`config.mk`:
```
export PLATFORM = sky130hd
export DESIGN_NAME = uart_cts_tx
export DESIGN_NICKNAME = d
export VERILOG_FILES = /design/src/rtl/uart_cts_tx_pkg.sv /design/src/rtl/uart_cts_tx_ctrl.sv /design/src/rtl/uart_cts_tx_dp.sv /design/src/rtl/uart_cts_tx.sv
export SDC_FILE = /design/constraint.sdc
export NUM_CORES = 1
export LEC_CHECK = 0
export BUFFER_PORTS_ARGS = -buffer_cell sky130_fd_sc_hd__clkbuf_2
export CORE_ASPECT_RATIO = 1.5
export CORE_UTILIZATION = 45
export CTS_CLUSTER_DIAMETER = 100
export CTS_CLUSTER_SIZE = 28
export DETAILED_ROUTE_END_ITERATION = 8
export GPL_TIMING_DRIVEN = 0
export HOLD_SLACK_MARGIN = 0.15
export PLACE_DENSITY = 0.73
export SYNTH_ARGS = -nofsm -noshare
export SYNTH_HDL_FRONTEND = slang
export SYNTH_SLANG_ARGS = --single-unit
```
`constraint.sdc`:
```
create_clock -name clk -period 1.8 [get_ports clk]
set_input_delay 0.09 -clock clk [delete_from_list [all_inputs] [get_ports clk]]
set_output_delay 0.09 -clock clk [all_outputs]
set_load 0.02 [all_outputs]
```
`src/rtl/uart_cts_tx_pkg.sv`:
```
package uart_cts_tx_pkg;

  typedef enum logic [2:0] {
    ST_IDLE,
    ST_LOAD,
    ST_START,
    ST_DATA,
    ST_PARITY,
    ST_STOP1,
    ST_STOP2
  } txState_t;

  typedef struct packed {
    logic capture;
    logic xfer;
    logic sendStart;
    logic sendData;
    logic sendParity;
    logic sendStop;
  } dpStrobe_t;

endpackage

```
`src/rtl/uart_cts_tx_ctrl.sv`:
```
module uart_cts_tx_ctrl
  import uart_cts_tx_pkg::*;
#(
  parameter int DATA_W          = 8,
  parameter int OSR             = 16,
  parameter int IDLE_XFER_TICKS = 4,
  parameter int DONE_TICK       = 11,
  parameter int LATE_TICK       = 12,
  parameter int CHAIN_TICK      = 15
) (
  input  logic       clk,
  input  logic       rstN,
  input  logic       baudTick,
  input  logic       wrStb,
  input  logic [1:0] cfgLen,
  input  logic       cfgParEn,
  input  logic       cfgTwoStop,
  input  logic       ctsN,
  output dpStrobe_t  strb,
  output logic       holdEmpty,
  output logic       txDone,
  output txState_t   curState
);

  localparam int SUB_W    = $clog2(OSR);
  localparam int IDX_W    = $clog2(DATA_W);
  localparam int LAUNCH_W = $clog2(IDLE_XFER_TICKS + 1);
  localparam int MIN_BITS = DATA_W - 3;

  txState_t             state, nState;
  logic [SUB_W-1:0]     subCnt, nSub;
  logic [IDX_W-1:0]     bitIdx, nIdx;
  logic [LAUNCH_W-1:0]  launchCnt;
  logic [1:0]           lenL;
  logic                 parEnL, twoStopL;
  logic                 eligible;

  logic [IDX_W-1:0]     dataLast;
  logic                 bitEnd, lastStop, chainGo, idleGo, xferGo, doneHit;

  assign curState = state;

  always_comb begin
    dataLast = IDX_W'(MIN_BITS - 1) + IDX_W'(lenL);
    bitEnd   = (subCnt == SUB_W'(OSR - 1));
    lastStop = (state == ST_STOP2) || (state == ST_STOP1 && !twoStopL);
    chainGo  = baudTick && lastStop && (subCnt == SUB_W'(CHAIN_TICK - 1)) &&
               !holdEmpty && eligible && !ctsN && !wrStb;
    idleGo   = baudTick && (state == ST_IDLE) && !holdEmpty && !ctsN && !wrStb &&
               (launchCnt == LAUNCH_W'(IDLE_XFER_TICKS - 1));
    xferGo   = chainGo || idleGo;
    doneHit  = baudTick && lastStop && (subCnt == SUB_W'(DONE_TICK - 1));
  end

  always_comb begin
    strb         = '0;
    strb.capture = wrStb;
    strb.xfer    = xferGo;
    nState       = state;
    nSub         = subCnt;
    nIdx         = bitIdx;
    if (baudTick) begin
      case (state)
        ST_IDLE: begin
          if (idleGo) nState = ST_LOAD;
        end
        ST_LOAD: begin
          nState         = ST_START;
          nSub           = '0;
          strb.sendStart = 1'b1;
        end
        ST_START: begin
          if (bitEnd) begin
            nState        = ST_DATA;
            nSub          = '0;
            nIdx          = '0;
            strb.sendData = 1'b1;
          end else begin
            nSub = subCnt + 1'b1;
          end
        end
        ST_DATA: begin
          if (bitEnd) begin
            nSub = '0;
            if (bitIdx == dataLast) begin
              if (parEnL) begin
                nState          = ST_PARITY;
                strb.sendParity = 1'b1;
              end else begin
                nState        = ST_STOP1;
                strb.sendStop = 1'b1;
              end
            end else begin
              nIdx          = bitIdx + 1'b1;
              strb.sendData = 1'b1;
            end
          end else begin
            nSub = subCnt + 1'b1;
          end
        end
        ST_PARITY: begin
          if (bitEnd) begin
            nState        = ST_STOP1;
            nSub          = '0;
            strb.sendStop = 1'b1;
          end else begin
            nSub = subCnt + 1'b1;
          end
        end
        ST_STOP1, ST_STOP2: begin
          if (chainGo) begin
            nState = ST_LOAD;
          end else if (bitEnd) begin
            nSub   = '0;
            nState = lastStop ? ST_IDLE : ST_STOP2;
          end else begin
            nSub = subCnt + 1'b1;
          end
        end
        default: nState = ST_IDLE;
      endcase
    end
  end

  always_ff @(posedge clk or negedge rstN) begin
    if (!rstN) begin
      state  <= ST_IDLE;
      subCnt <= '0;
      bitIdx <= '0;
    end else begin
      state  <= nState;
      subCnt <= nSub;
      bitIdx <= nIdx;
    end
  end

  always_ff @(posedge clk or negedge rstN) begin
    if (!rstN) begin
      lenL     <= '0;
      parEnL   <= 1'b0;
      twoStopL <= 1'b0;
    end else if (xferGo) begin
      lenL     <= cfgLen;
      parEnL   <= cfgParEn;
      twoStopL <= cfgTwoStop;
    end
  end

  always_ff @(posedge clk or negedge rstN) begin
    if (!rstN) begin
      launchCnt <= '0;
    end else if (wrStb || state != ST_IDLE || holdEmpty || ctsN) begin
      launchCnt <= '0;
    end else if (baudTick) begin
      launchCnt <= launchCnt + 1'b1;
    end
  end

  always_ff @(posedge clk or negedge rstN) begin
    if (!rstN) begin
      eligible <= 1'b0;
    end else if (wrStb) begin
      eligible <= !(lastStop && subCnt >= SUB_W'(LATE_TICK));
    end
  end

  always_ff @(posedge clk or negedge rstN) begin
    if (!rstN) begin
      holdEmpty <= 1'b1;
    end else if (wrStb) begin
      holdEmpty <= 1'b0;
    end else if (xferGo) begin
      holdEmpty <= 1'b1;
    end
  end

  always_ff @(posedge clk or negedge rstN) begin
    if (!rstN) begin
      txDone <= 1'b1;
    end else if (wrStb || xferGo) begin
      txDone <= 1'b0;
    end else if (doneHit && holdEmpty) begin
      txDone <= 1'b1;
    end
  end

  // a write always leaves the holding register marked full
  a_r10_write_fills: assert property (@(posedge clk) disable iff (!rstN)
    wrStb |=> !holdEmpty);

  // the empty flag only rises as a result of a baud tick
  a_r3_empty_on_tick: assert property (@(posedge clk) disable iff (!rstN)
    $rose(holdEmpty) |-> $past(baudTick));

  // clear-to-send high keeps a pending byte parked while idle
  a_r6_cts_holds_idle: assert property (@(posedge clk) disable iff (!rstN)
    (state == ST_IDLE && ctsN && !wrStb) |=> $stable(holdEmpty));

  // clear-to-send high in the last stop bit prevents chaining
  a_r7_cts_blocks_chain: assert property (@(posedge clk) disable iff (!rstN)
    (lastStop && ctsN && !holdEmpty && !wrStb) |=> !holdEmpty);

  // completion only reported with nothing pending
  a_r8_done_needs_empty: assert property (@(posedge clk) disable iff (!rstN)
    $rose(txDone) |-> holdEmpty);

  // the load slot lasts exactly one tick before the start bit
  a_r4_load_then_start: assert property (@(posedge clk) disable iff (!rstN)
    (state == ST_LOAD && baudTick) |=> (state == ST_START));

endmodule

```
`src/rtl/uart_cts_tx_dp.sv`:
```
module uart_cts_tx_dp
  import uart_cts_tx_pkg::*;
#(
  parameter int DATA_W = 8
) (
  input  logic              clk,
  input  logic              rstN,
  input  dpStrobe_t         strb,
  input  logic [DATA_W-1:0] wrData,
  input  logic [1:0]        cfgLen,
  input  logic              cfgParOdd,
  output logic              txd
);

  localparam int MIN_BITS = DATA_W - 3;

  logic [DATA_W-1:0] holdReg, shiftReg, keepMask;
  logic              parBit, parNext, txdR;

  always_comb begin
    for (int i = 0; i < DATA_W; i++) begin
      keepMask[i] = (i < (MIN_BITS + int'(cfgLen)));
    end
    parNext = (^(holdReg & keepMask)) ^ cfgParOdd;
  end

  always_ff @(posedge clk or negedge rstN) begin
    if (!rstN) begin
      holdReg <= '0;
    end else if (strb.capture) begin
      holdReg <= wrData;
    end
  end

  always_ff @(posedge clk or negedge rstN) begin
    if (!rstN) begin
      shiftReg <= '0;
      parBit   <= 1'b0;
      txdR     <= 1'b1;
    end else begin
      if (strb.xfer) begin
        shiftReg <= holdReg;
        parBit   <= parNext;
      end
      if (strb.sendStart) begin
        txdR <= 1'b0;
      end else if (strb.sendData) begin
        txdR     <= shiftReg[0];
        shiftReg <= {1'b0, shiftReg[DATA_W-1:1]};
      end else if (strb.sendParity) begin
        txdR <= parBit;
      end else if (strb.sendStop) begin
        txdR <= 1'b1;
      end
    end
  end

  assign txd = txdR;

endmodule

```
`src/rtl/uart_cts_tx.sv`:
```
module uart_cts_tx
  import uart_cts_tx_pkg::*;
#(
  parameter int DATA_W = 8,
  parameter int OSR    = 16
) (
  input  logic              clk,
  input  logic              rstN,
  input  logic              baudTick,
  input  logic              wrStb,
  input  logic [DATA_W-1:0] wrData,
  input  logic [1:0]        cfgLen,
  input  logic              cfgParEn,
  input  logic              cfgParOdd,
  input  logic              cfgTwoStop,
  input  logic              ctsN,
  output logic              txd,
  output logic              holdEmpty,
  output logic              txDone
);

  dpStrobe_t strb;
  txState_t  curState;

  uart_cts_tx_ctrl #(
    .DATA_W(DATA_W),
    .OSR   (OSR)
  ) ctrl_i (
    .clk       (clk),
    .rstN      (rstN),
    .baudTick  (baudTick),
    .wrStb     (wrStb),
    .cfgLen    (cfgLen),
    .cfgParEn  (cfgParEn),
    .cfgTwoStop(cfgTwoStop),
    .ctsN      (ctsN),
    .strb      (strb),
    .holdEmpty (holdEmpty),
    .txDone    (txDone),
    .curState  (curState)
  );

  uart_cts_tx_dp #(
    .DATA_W(DATA_W)
  ) dp_i (
    .clk      (clk),
    .rstN     (rstN),
    .strb     (strb),
    .wrData   (wrData),
    .cfgLen   (cfgLen),
    .cfgParOdd(cfgParOdd),
    .txd      (txd)
  );

  // the serial line only moves on a baud tick
  a_r2_txd_on_tick: assert property (@(posedge clk) disable iff (!rstN)
    !baudTick |=> $stable(txd));

  // the line sits high whenever no frame is being shifted
  a_r1_idle_line_high: assert property (@(posedge clk) disable iff (!rstN)
    (curState == ST_IDLE || curState == ST_LOAD) |-> txd);

endmodule

```
==> impl_metrics.py, run 1 <==
metrics = {
    "timing": {
        "slew_headroom": 0.383,
        "setup_viol_count_final": 0,
        "worst_pin_slew_ns": 0.925,
        "drv_slew": 0,
        "period_share": 0.978,
        "finalHoldViolations": 0,
        "layout_min_cycle_time_ns": 1.76,
        "grt_setup_unrepaired": "true",
        "holdWs_ns": 0.193,
        "clock_skew_ns": 0.00402,
        "max_freq_mhz": 568,
    },
    "pwr": {
        "leakagePower_nw": 1.11,
        "switching_share": 0.342,
        "design_power_total_mw": 2.54,
        "p_comb_frac": 0.336,
        "vdd_drop_max_mv": 0.605,
        "power_density_nw_per_um2": 1000,
        "internal-power_mw": 1.67,
        "clockPowerShare": 0.233,
        "sequentialPowerShare": 0.431,
        "p_switching_uw": 870,
    },
    "global_route": {
        "grtUsageMet2": 0.366,
        "antenna_found_initial": 0,
        "grt_usage": 0.200,
        "top_usage_layer": "met2",
        "grt_overflow": 0,
        "gr-usage-met3": 0.0442,
        "grt_start_max_net_pins": 39,
        "grt_pass1_wl_um": 7310,
        "grt_pass1_vias": 1682,
        "grt_use_met1": 0.212,
    },
    "logic_synthesis": {
        "syn_nets": 220,
        "synthArstFlopShare": 1.00,
        "yosys_warnings": 0,
        "synth.avg_cell_area_um2": 10.5,
        "synth_edf_count": 0,
        "syn_area_um2": 2070,
        "ys_seq_elements": 38,
        "synthCells": 197,
        "ys_seq_area_frac": 0.462,
        "ys.flop_type": "dfrtp_1",
        "synth.distinct_cells": 48,
    },
    "routing": {
        "postRouteAntennaNets": 0,
        "drt_iter0_markers": 26,
        "wl_per_cell_um": 14.7,
        "avgViaCountPerCell": 5.70,
        "vias": 1635,
        "route.detailed.drc": 0,
        "drt_wl_total_um": 4220,
        "firstDrtPassIters": 4,
    },
    "clock_network": {
        "cts_sinks": 38,
        "clock_path_buffers": 2,
        "clkTransAtPathRegs_ns": 0.07,
        "cts_tree": "yes",
        "clk_latency_ns": 0.29,
        "htreeDepth": 2,
        "root_buffer": "clkbuf_8",
        "cts_made_buffers": 5,
    },
    "final_layout": {
        "nNetsFinal": 263,
        "area_growth_pct": 23.1,
        "antenna_cells": 0,
        "final_cell_area_um2": 2540,
        "fin_util": 0.589,
        "drive_gt1_frac": 0.295,
        "final_common_cell": "dfrtp_1",
        "mostFrequentLayoutCells": "dfrtp_1, clkbuf_2, nand2_1, dlygate4sd3_1",
    },
    "critical_path": {
        "crit_buf_inv": 1,
        "slowest_stage": "dfrtp_1",
        "path_cells": "inv_2 -> ha_2 -> and3_4 -> o2111ai_4 -> and4_2 -> mux2_4",
        "critPathTopFamily": "simple AND/OR/NAND/NOR gates",
        "crit_path_end_kind": "flop",
        "r2r_slack_ns": 0.04,
        "cp_slowest_stage_delay_ns": 0.41,
        "regToRegStartpoint": "ctrl_i.subCnt[0]",
        "critPathKind": "reg -> reg",
        "cp_max_fo": 7,
        "r2r-end": "ctrl_i.subCnt[1]",
        "worstPathArrival_ns": 1.93,
        "cp_data_required_time_ns": 1.97,
        "worstRegToRegCells": 6,
        "worstSetupStartpointType": "flop",
    },
    "place": {
        "place_area_um2": 2220,
        "hpwl_um": 2940,
        "port_buffers": 20,
        "gp_congestion": 0.846,
    },
    "hold_path": {
        "hp-start": "ctsN",
        "min_to": "ctrl_i.launchCnt[1]",
        "hold_class": "in -> reg",
        "min_path_cells": 4,
    },
    "floorplan": {
        "core_area_um2": 4320,
        "ios": 21,
        "die_area_um2": 4870,
        "row_count": 29,
        "start_util": 0.478,
        "die_w_um": 57.3,
        "die_height_um": 85.0,
    },
    "run_status": {
        "outcome": "completed",
    },
    "run": {
        "drv_cap": 0,
    },
}
==> metrics by stage <==
step                setup WS, ns  instances  setup TNS [ns]
floorplan                  0.116        197               0
global placement          -0.155        263           -1.28
detailed placement        -0.166        263           -1.41
CTS                    0.0000162        286               0
global route             -0.0430        287          -0.127
finish                    0.0400        287               0
==> layer usage <==
metal	up-vias	share of wire
li1	794	-
met1	811	0.40
met2	21	0.55
met3	9	0.026
met4	0	0.024
met5	-	0
==> sequential cells by signal, summed over array words and instances (netlist names) <==
signal	flops
ctrl_i.subCnt	4
dp_i.txd	1
ctrl_i.curState	3
ctrl_i.holdEmpty	1
ctrl_i.lenL	2
ctrl_i.twoStopL	1
ctrl_i.txDone	1
ctrl_i.eligible	1
ctrl_i.launchCnt	3
dp_i.shiftReg	8
ctrl_i.parEnL	1
dp_i.parBit	1
dp_i.holdReg	8
ctrl_i.bitIdx	3
==> synthesized netlist by cell type (3+ instances only) <==
cell type  number  area [um2]
dfrtp_1        35         876
nand2_1        18        67.6
o21ai_0        13        65.1
mux2_2         12         135
mux2i_1        11         110
nor2_1         11        41.3
xnor2_1        11        96.3
a21oi_1         6        30.0
buf_2           6        30.0
and3_1          5        31.3
ha_1            5        62.6
inv_1           5        18.8
nor2b_1         5        31.3
nor3_1          5        25.0
nand3_1         4        20.0
a21o_1          3        22.5
dfstp_2         3        78.8
==> area by class of cell <==
type / instances / area (um2)
timing repair buffer: 37 / 264
fill: 384 / 1770
tap: 46 / 57.6
clock buffer: 8 / 90.1
inverter: 5 / 18.8
sequential: 38 / 955
buffer: 10 / 65.1
multi-input combinational: 143 / 1090
==> cell families after synthesis <==
group	after synthesis	share of synthesized area
AOI/OAI and AO/OA	43	0.142
xor gates and xnor gates	11	0.0466
adders and majority gates	5	0.0303
buffers and inverters	16	0.0400
DFF	38	0.462
muxes	24	0.126
and+or+nand+nor	60	0.153
==> repair_timing <==
item / 4_1_cts / 5_1_grt
setup buffers: 2 / 2
hold buffers: 13 / 0
setup endpoints to repair: 13 / 15
pin swaps: 2 / 2
endpoints found under the hold margin: 47 / 0
gates resized for setup: 8 / 11
==> worst reg2reg max path: cells and delay by family, from the launching register on <==
kind / cells / cell delay (ns)
and+or+nand+nor: 2 / 0.52
adders and majority gates: 1 / 0.18
AOI/OAI and AO/OA: 1 / 0.14
DFF: 1 / 0.41
buffers and inverters: 1 / 0.08
muxes: 1 / 0.31
==> how the worst max path moves through the flow <==
stage | startpoint | endpoint | slack (ns) | cells after the start
finish | ctrl_i.subCnt[0] | ctrl_i.subCnt[1] | 0.04 | 6
global route | ctrl_i.curState[2] | ctrl_i.curState[2] | -0.04 | 6
CTS | ctrl_i.subCnt[0] | ctrl_i.subCnt[1] | 0.00002 | 7
floorplan | ctrl_i.subCnt[0] | ctrl_i.subCnt[1] | 0.12 | 7
global placement | ctrl_i.subCnt[1] | dp_i.shiftReg[2] | -0.15 | 8
detailed placement | ctrl_i.subCnt[1] | dp_i.shiftReg[4] | -0.17 | 8
==> power groups by stage <==
stage               combinational (mW)  clock (mW)  sequential (mW)
finish                           0.854       0.593             1.10
global route                     0.951       0.637             1.12
CTS                              0.835       0.614             1.09
detailed placement               0.778           0             1.10
global placement                 0.765           0             1.10
floorplan                        0.596           0             1.09
Power figures use the tool's default switching activity.
==> run 2: changes to the inputs <==
--- a/config.mk
+++ b/config.mk
@@ -13,7 +13,7 @@
 export DETAILED_ROUTE_END_ITERATION = 8
 export GPL_TIMING_DRIVEN = 0
 export HOLD_SLACK_MARGIN = 0.15
-export PLACE_DENSITY = 0.73
+export PLACE_DENSITY = 0.71
 export SYNTH_ARGS = -nofsm -noshare
 export SYNTH_HDL_FRONTEND = slang
 export SYNTH_SLANG_ARGS = --single-unit
==> constraint.sdc (replaced) <==
create_clock -name clk -period 2.03 [get_ports clk]
set_input_delay 0.1015 -clock clk [delete_from_list [all_inputs] [get_ports clk]]
set_output_delay 0.1015 -clock clk [all_outputs]
set_load 0.05 [all_outputs]
==> run 2 against run 1 <==
Global-route usage fell by 0.30 points. Clock-buffer cell count down 2. Highest routed layer unchanged. Flip-flop and latch count stayed put. Register-to-register slack improved by 0.08 ns. Non-clock buffer count down 2. Clock skew increased by 0.0024 ns. Cell count shrank 0.70%. Largest cell class unchanged. Die area is the same. Hold slack is essentially flat.
==> impl_metrics.py, run 2 (synthesis gave the netlist of run 1 again) <==
metrics = {
    "global_route": {
        "antenna_found_initial": 0,
        "grt_overflow": 0,
        "grt_usage": 0.197,
        "grt_start_max_net_pins": 39,
        "grt_pass1_vias": 1645,
        "grt_pass1_wl_um": 7400,
    },
    "critical_path": {
        "worstSetupStartpointType": "flop",
        "worstRegToRegCells": 7,
        "cp_max_fo": 7,
        "regToRegStartpoint": "ctrl_i.subCnt[0]",
        "r2r_slack_ns": 0.12,
        "critPathKind": "reg -> reg",
        "worstPathArrival_ns": 2.09,
        "crit_path_end_kind": "flop",
        "r2r-end": "ctrl_i.subCnt[1]",
        "cp_data_required_time_ns": 2.21,
    },
    "hold_path": {
        "hp-start": "ctsN",
        "min_path_cells": 4,
        "hold_class": "in -> reg",
        "min_to": "ctrl_i.launchCnt[0]",
    },
    "pwr": {
        "vdd_drop_max_mv": 0.528,
        "design_power_total_mw": 2.35,
        "leakagePower_nw": 1.11,
        "power_density_nw_per_um2": 944,
    },
    "timing": {
        "finalHoldViolations": 0,
        "slew_headroom": 0.375,
        "drv_slew": 0,
        "setup_viol_count_final": 0,
        "clock_skew_ns": 0.00641,
        "max_freq_mhz": 524,
        "worst_pin_slew_ns": 0.938,
        "period_share": 0.940,
        "layout_min_cycle_time_ns": 1.91,
        "grt_setup_unrepaired": "false",
        "setup_tns_ns": 0,
    },
    "routing": {
        "route.detailed.drc": 0,
        "drt_wl_total_um": 4220,
        "avgViaCountPerCell": 5.56,
        "wl_per_cell_um": 14.8,
        "drt_iter0_markers": 64,
        "postRouteAntennaNets": 0,
        "vias": 1585,
        "firstDrtPassIters": 4,
    },
    "floorplan": {
        "core_area_um2": 4320,
        "ios": 21,
        "row_count": 29,
        "die_area_um2": 4870,
        "die_w_um": 57.3,
        "start_util": 0.478,
        "die_height_um": 85.0,
    },
    "final_layout": {
        "reg_top3": "dp_i.holdReg x8, dp_i.shiftReg x8, ctrl_i.subCnt x4",
        "mostFrequentLayoutCells": "dfrtp_1, clkbuf_2, nand2_1, o21ai_0, dlygate4sd3_1",
        "multi_input_area_um2": 1050,
        "seq_area_um2": 955,
        "area_growth_pct": 20.5,
        "nNetsFinal": 261,
        "final_common_cell": "dfrtp_1",
        "nFillCells": 378,
        "drive_gt1_frac": 0.255,
        "antenna_cells": 0,
    },
    "clock_network": {
        "root_buffer": "clkbuf_8",
        "clkTransAtPathRegs_ns": 0.08,
        "cts_sinks": 38,
        "cts_made_buffers": 5,
        "clk_latency_ns": 0.29,
        "htreeDepth": 2,
        "cts_tree": "yes",
        "clock_path_buffers": 2,
    },
    "run_status": {
        "outcome": "completed",
    },
    "place": {
        "port_buffers": 20,
        "gp_congestion": 0.842,
        "hpwl_um": 2930,
    },
    "run": {
        "drv_cap": 0,
    },
}
-- run 2: worst max-delay path by stage --
| stage | cells after the start | from | slack [ns] | endpoint |
|---|---|---|---|---|
| after CTS | 8 | ctrl_i.subCnt[1] | 0.002 | dp_i.shiftReg[4] |
| final | 7 | ctrl_i.subCnt[0] | 0.12 | ctrl_i.subCnt[1] |
| after global placement | 8 | ctrl_i.subCnt[1] | 0.07 | dp_i.shiftReg[2] |
| after detailed placement | 8 | ctrl_i.subCnt[1] | 0.03 | dp_i.shiftReg[2] |
| after global routing | 8 | ctrl_i.subCnt[0] | 0.004 | dp_i.shiftReg[2] |
| after floorplan | 5 | ctrl_i.holdEmpty | 0.34 | ctrl_i.subCnt[1] |
-- run 2: critical path, cell delays in order (launching register included) --
cell,delay [ns]
dfrtp_1,0.40
inv_1,0.09
ha_1,0.18
and3_1,0.18
o2111ai_2,0.23
and4_1,0.26
buf_2,0.16
mux2_4,0.30
-- run 2: what timing repair did --
action	4_1_cts	5_1_grt
buffers inserted	0	1
resized for setup	0	3
hold buffers	13	0
endpoints found under the setup margin	0	8
hold endpoints to repair	47	0
-- run 2: metal layers --
metal / share of wire / wire (um) / global-route usage
met5: 0 / 0 / 0
met4: 0.024 / 100 / 0.0798
met3: 0.027 / 115 / 0.0412
met2: 0.52 / 2200 / 0.350
met1: 0.43 / 1810 / 0.228
-- run 2: area by class of cell --
cell class / instances / area share
Clock buffer: 6 / 0.0292
Clock inverter: 2 / 0.0151
Multi-Input combinational cell: 143 / 0.420
Sequential cell: 38 / 0.384
Timing Repair Buffer: 34 / 0.0955
Inverter: 5 / 0.00754
Buffer: 11 / 0.0256
Tap cell: 46 / 0.0231
-- run 2: where the power goes --
| group | total (mW) | switching (mW) | internal (mW) |
|---|---|---|---|
| registers | 0.971 | 0.109 | 0.862 |
| logic | 0.742 | 0.411 | 0.331 |
| clock network | 0.635 | 0.269 | 0.367 |
| total | 2.35 | 0.789 | 1.56 |
-- run 2: per-stage QoR --
step           cell area [um2]  utilization  hold WS (ns)  std cells  worst slack, ns
2_1_floorplan             2070            -        -0.194        197            0.344
3_3_place_gp              2220        0.515         0.300        263           0.0653
3_5_place_dp              2220        0.515         0.293        263           0.0336
4_1_cts                   2460        0.571         0.178        284          0.00197
5_1_grt                   2490        0.576         0.211        285          0.00441
6_report                  2490        0.576         0.193        285            0.121
==> run 3: changes to the inputs <==
--- a/config.mk
+++ b/config.mk
@@ -6,14 +6,16 @@
 export NUM_CORES = 1
 export LEC_CHECK = 0
 export BUFFER_PORTS_ARGS = -buffer_cell sky130_fd_sc_hd__clkbuf_2
+export CELL_PAD_IN_SITES_DETAIL_PLACEMENT = 0
+export CELL_PAD_IN_SITES_GLOBAL_PLACEMENT = 1
 export CORE_ASPECT_RATIO = 1.5
 export CORE_UTILIZATION = 45
 export CTS_CLUSTER_DIAMETER = 100
 export CTS_CLUSTER_SIZE = 28
 export DETAILED_ROUTE_END_ITERATION = 8
 export GPL_TIMING_DRIVEN = 0
-export HOLD_SLACK_MARGIN = 0.15
-export PLACE_DENSITY = 0.71
+export HOLD_SLACK_MARGIN = 0.12
+export PLACE_DENSITY = 0.84
 export SYNTH_ARGS = -nofsm -noshare
 export SYNTH_HDL_FRONTEND = slang
 export SYNTH_SLANG_ARGS = --single-unit
==> run 3 against run 2 <==
Clock power rose by 24%. The run now ends with design-rule violations left. Critical endpoint is now ctrl_i.curState[2]. Setup slack barely moved. Non-clock buffer count rose by 1. Cell count rose by 0.35%. Largest power group unchanged. Clock-buffer cell count did not move.
==> impl_metrics.py, run 3 (synthesis gave the netlist of run 1 again) <==
metrics = {
    "clock_network": {
        "clock_path_buffers": 2,
        "cts_sinks": 38,
        "root_buffer": "clkbuf_8",
        "cts_tree": "yes",
        "clk_latency_ns": 0.29,
        "htreeDepth": 2,
        "clkTransAtPathRegs_ns": 0.08,
        "cts_made_buffers": 5,
    },
    "global_route": {
        "grt_overflow": 0,
        "antenna_found_initial": 0,
        "grt_usage": 0.192,
        "grt_pass1_wl_um": 7090,
        "grt_start_max_net_pins": 39,
        "grt_pass1_vias": 1571,
    },
    "timing": {
        "setup_tns_ns": 0,
        "grt_setup_unrepaired": "false",
        "worst_pin_slew_ns": 0.951,
        "holdWs_ns": 0.179,
        "period_share": 0.940,
        "max_freq_mhz": 524,
        "setup_viol_count_final": 0,
        "clock_skew_ns": 0.00594,
        "finalHoldViolations": 0,
        "slew_headroom": 0.366,
        "layout_min_cycle_time_ns": 1.91,
        "drv_slew": 0,
    },
    "floorplan": {
        "row_count": 29,
        "start_util": 0.478,
        "ios": 21,
        "core_area_um2": 4320,
        "die_area_um2": 4870,
        "die_w_um": 57.3,
        "die_height_um": 85.0,
    },
    "final_layout": {
        "reg_top3": "dp_i.holdReg x8, dp_i.shiftReg x8, ctrl_i.subCnt x4",
        "area_growth_pct": 22.4,
        "drive_gt1_frac": 0.263,
        "final_common_cell": "dfrtp_1",
        "antenna_cells": 0,
        "mostFrequentLayoutCells": "dfrtp_1, clkbuf_2, nand2_1, o21ai_0, dlygate4sd3_1",
        "fin_util": 0.586,
        "nNetsFinal": 262,
        "finalNonFillerCells": 286,
    },
    "routing": {
        "avgViaCountPerCell": 5.59,
        "route.detailed.drc": 2,
        "wl_per_cell_um": 14.8,
        "firstDrtPassIters": 6,
        "drt_wl_total_um": 4250,
        "drt_iter0_markers": 68,
        "vias": 1599,
        "postRouteAntennaNets": 0,
    },
    "run_status": {
        "outcome": "finished with violations",
        "violations": "design-rule violations",
    },
    "pwr": {
        "power_density_nw_per_um2": 989,
        "leakagePower_nw": 1.13,
        "p_switching_uw": 785,
        "p_comb_frac": 0.296,
        "switching_share": 0.314,
        "clockPowerShare": 0.316,
        "sequentialPowerShare": 0.388,
        "internal-power_mw": 1.72,
        "vdd_drop_max_mv": 0.594,
    },
    "place": {
        "gp_congestion": 0.807,
        "dp_cells": 263,
        "hpwl_um": 3020,
        "port_buffers": 20,
    },
    "critical_path": {
        "critPathKind": "reg -> reg",
        "worstSetupStartpointType": "flop",
        "crit_path_end_kind": "flop",
        "cp_data_required_time_ns": 2.21,
        "worstPathArrival_ns": 2.09,
        "cp_max_fo": 10,
    },
    "hold_path": {
        "hold_class": "in -> reg",
    },
    "run": {
        "drv_cap": 0,
    },
}
-- run 3: area by class of cell --
class / count / area, um2
Buffer: 11 / 63.8
Clock buffer: 6 / 82.6
Clock inverter: 2 / 60.1
Fill cell: 375 / 1790
Inverter: 5 / 18.8
Multi-Input combinational cell: 143 / 1050
Sequential cell: 38 / 955
Tap cell: 46 / 57.6
Timing Repair Buffer: 35 / 245
-- run 3: metal layers --
| metal | GRT usage | vias to the layer above | part of all wire | wire (um) |
|---|---|---|---|---|
| li1 | - | 784 | - | - |
| met1 | 0.219 | 789 | 0.43 | 1810 |
| met2 | 0.354 | 21 | 0.53 | 2270 |
| met3 | 0.0290 | 5 | 0.024 | 104 |
| met4 | 0.0732 | 0 | 0.015 | 63 |
| met5 | 0 | - | 0 | 0 |
-- run 3: what timing repair did --
item                                   CTS  global route
gates resized for setup                  0             3
hold buffers                            13             0
setup endpoints to repair                0             8
setup buffers                            0             2
endpoints found under the hold margin   47             0
-- run 3: worst max-delay path, stage by stage (launching register included) --
cell     delay, ns
dfrtp_1       0.45
buf_4         0.20
o21ai_0       0.45
nor2_1        0.16
a21o_1        0.24
a221o_1       0.29
-- run 3: power groups by stage --
stage | clock, mW | combinational [mW] | sequential, mW
after floorplan | 0 | 0.528 | 0.989
after global placement | 0 | 0.706 | 0.983
after detailed placement | 0 | 0.718 | 0.983
after CTS | 0.804 | 0.739 | 0.969
after global routing | 0.848 | 0.806 | 0.983
final | 0.789 | 0.742 | 0.970
-- run 3: worst paths after layout --
path	from	depth (start not counted)	slack, ns	end
max in group asynchronous	rstN	2	0.95	ctrl_i.subCnt[3]
setup reg to reg	ctrl_i.curState[1]	5	0.12	ctrl_i.curState[2]
hold / removal	ctsN	4	0.18	ctrl_i.launchCnt[0]
min in group asynchronous	rstN	2	0.49	ctrl_i.curState[1]
hold reg to reg	dp_i.shiftReg[1]	2	0.49	dp_i.shiftReg[0]
setup / recovery	ctrl_i.curState[1]	5	0.12	ctrl_i.curState[2]
-- run 3: through the flow --
step	power (mW)	worst slack [ns]	area, um2
after floorplan	1.52	0.344	2070
after global placement	1.69	0.0375	2220
after detailed placement	1.70	0.0372	2220
after CTS	2.51	0.0105	2500
after global routing	2.64	0.0160	2530
final	2.50	0.121	2530
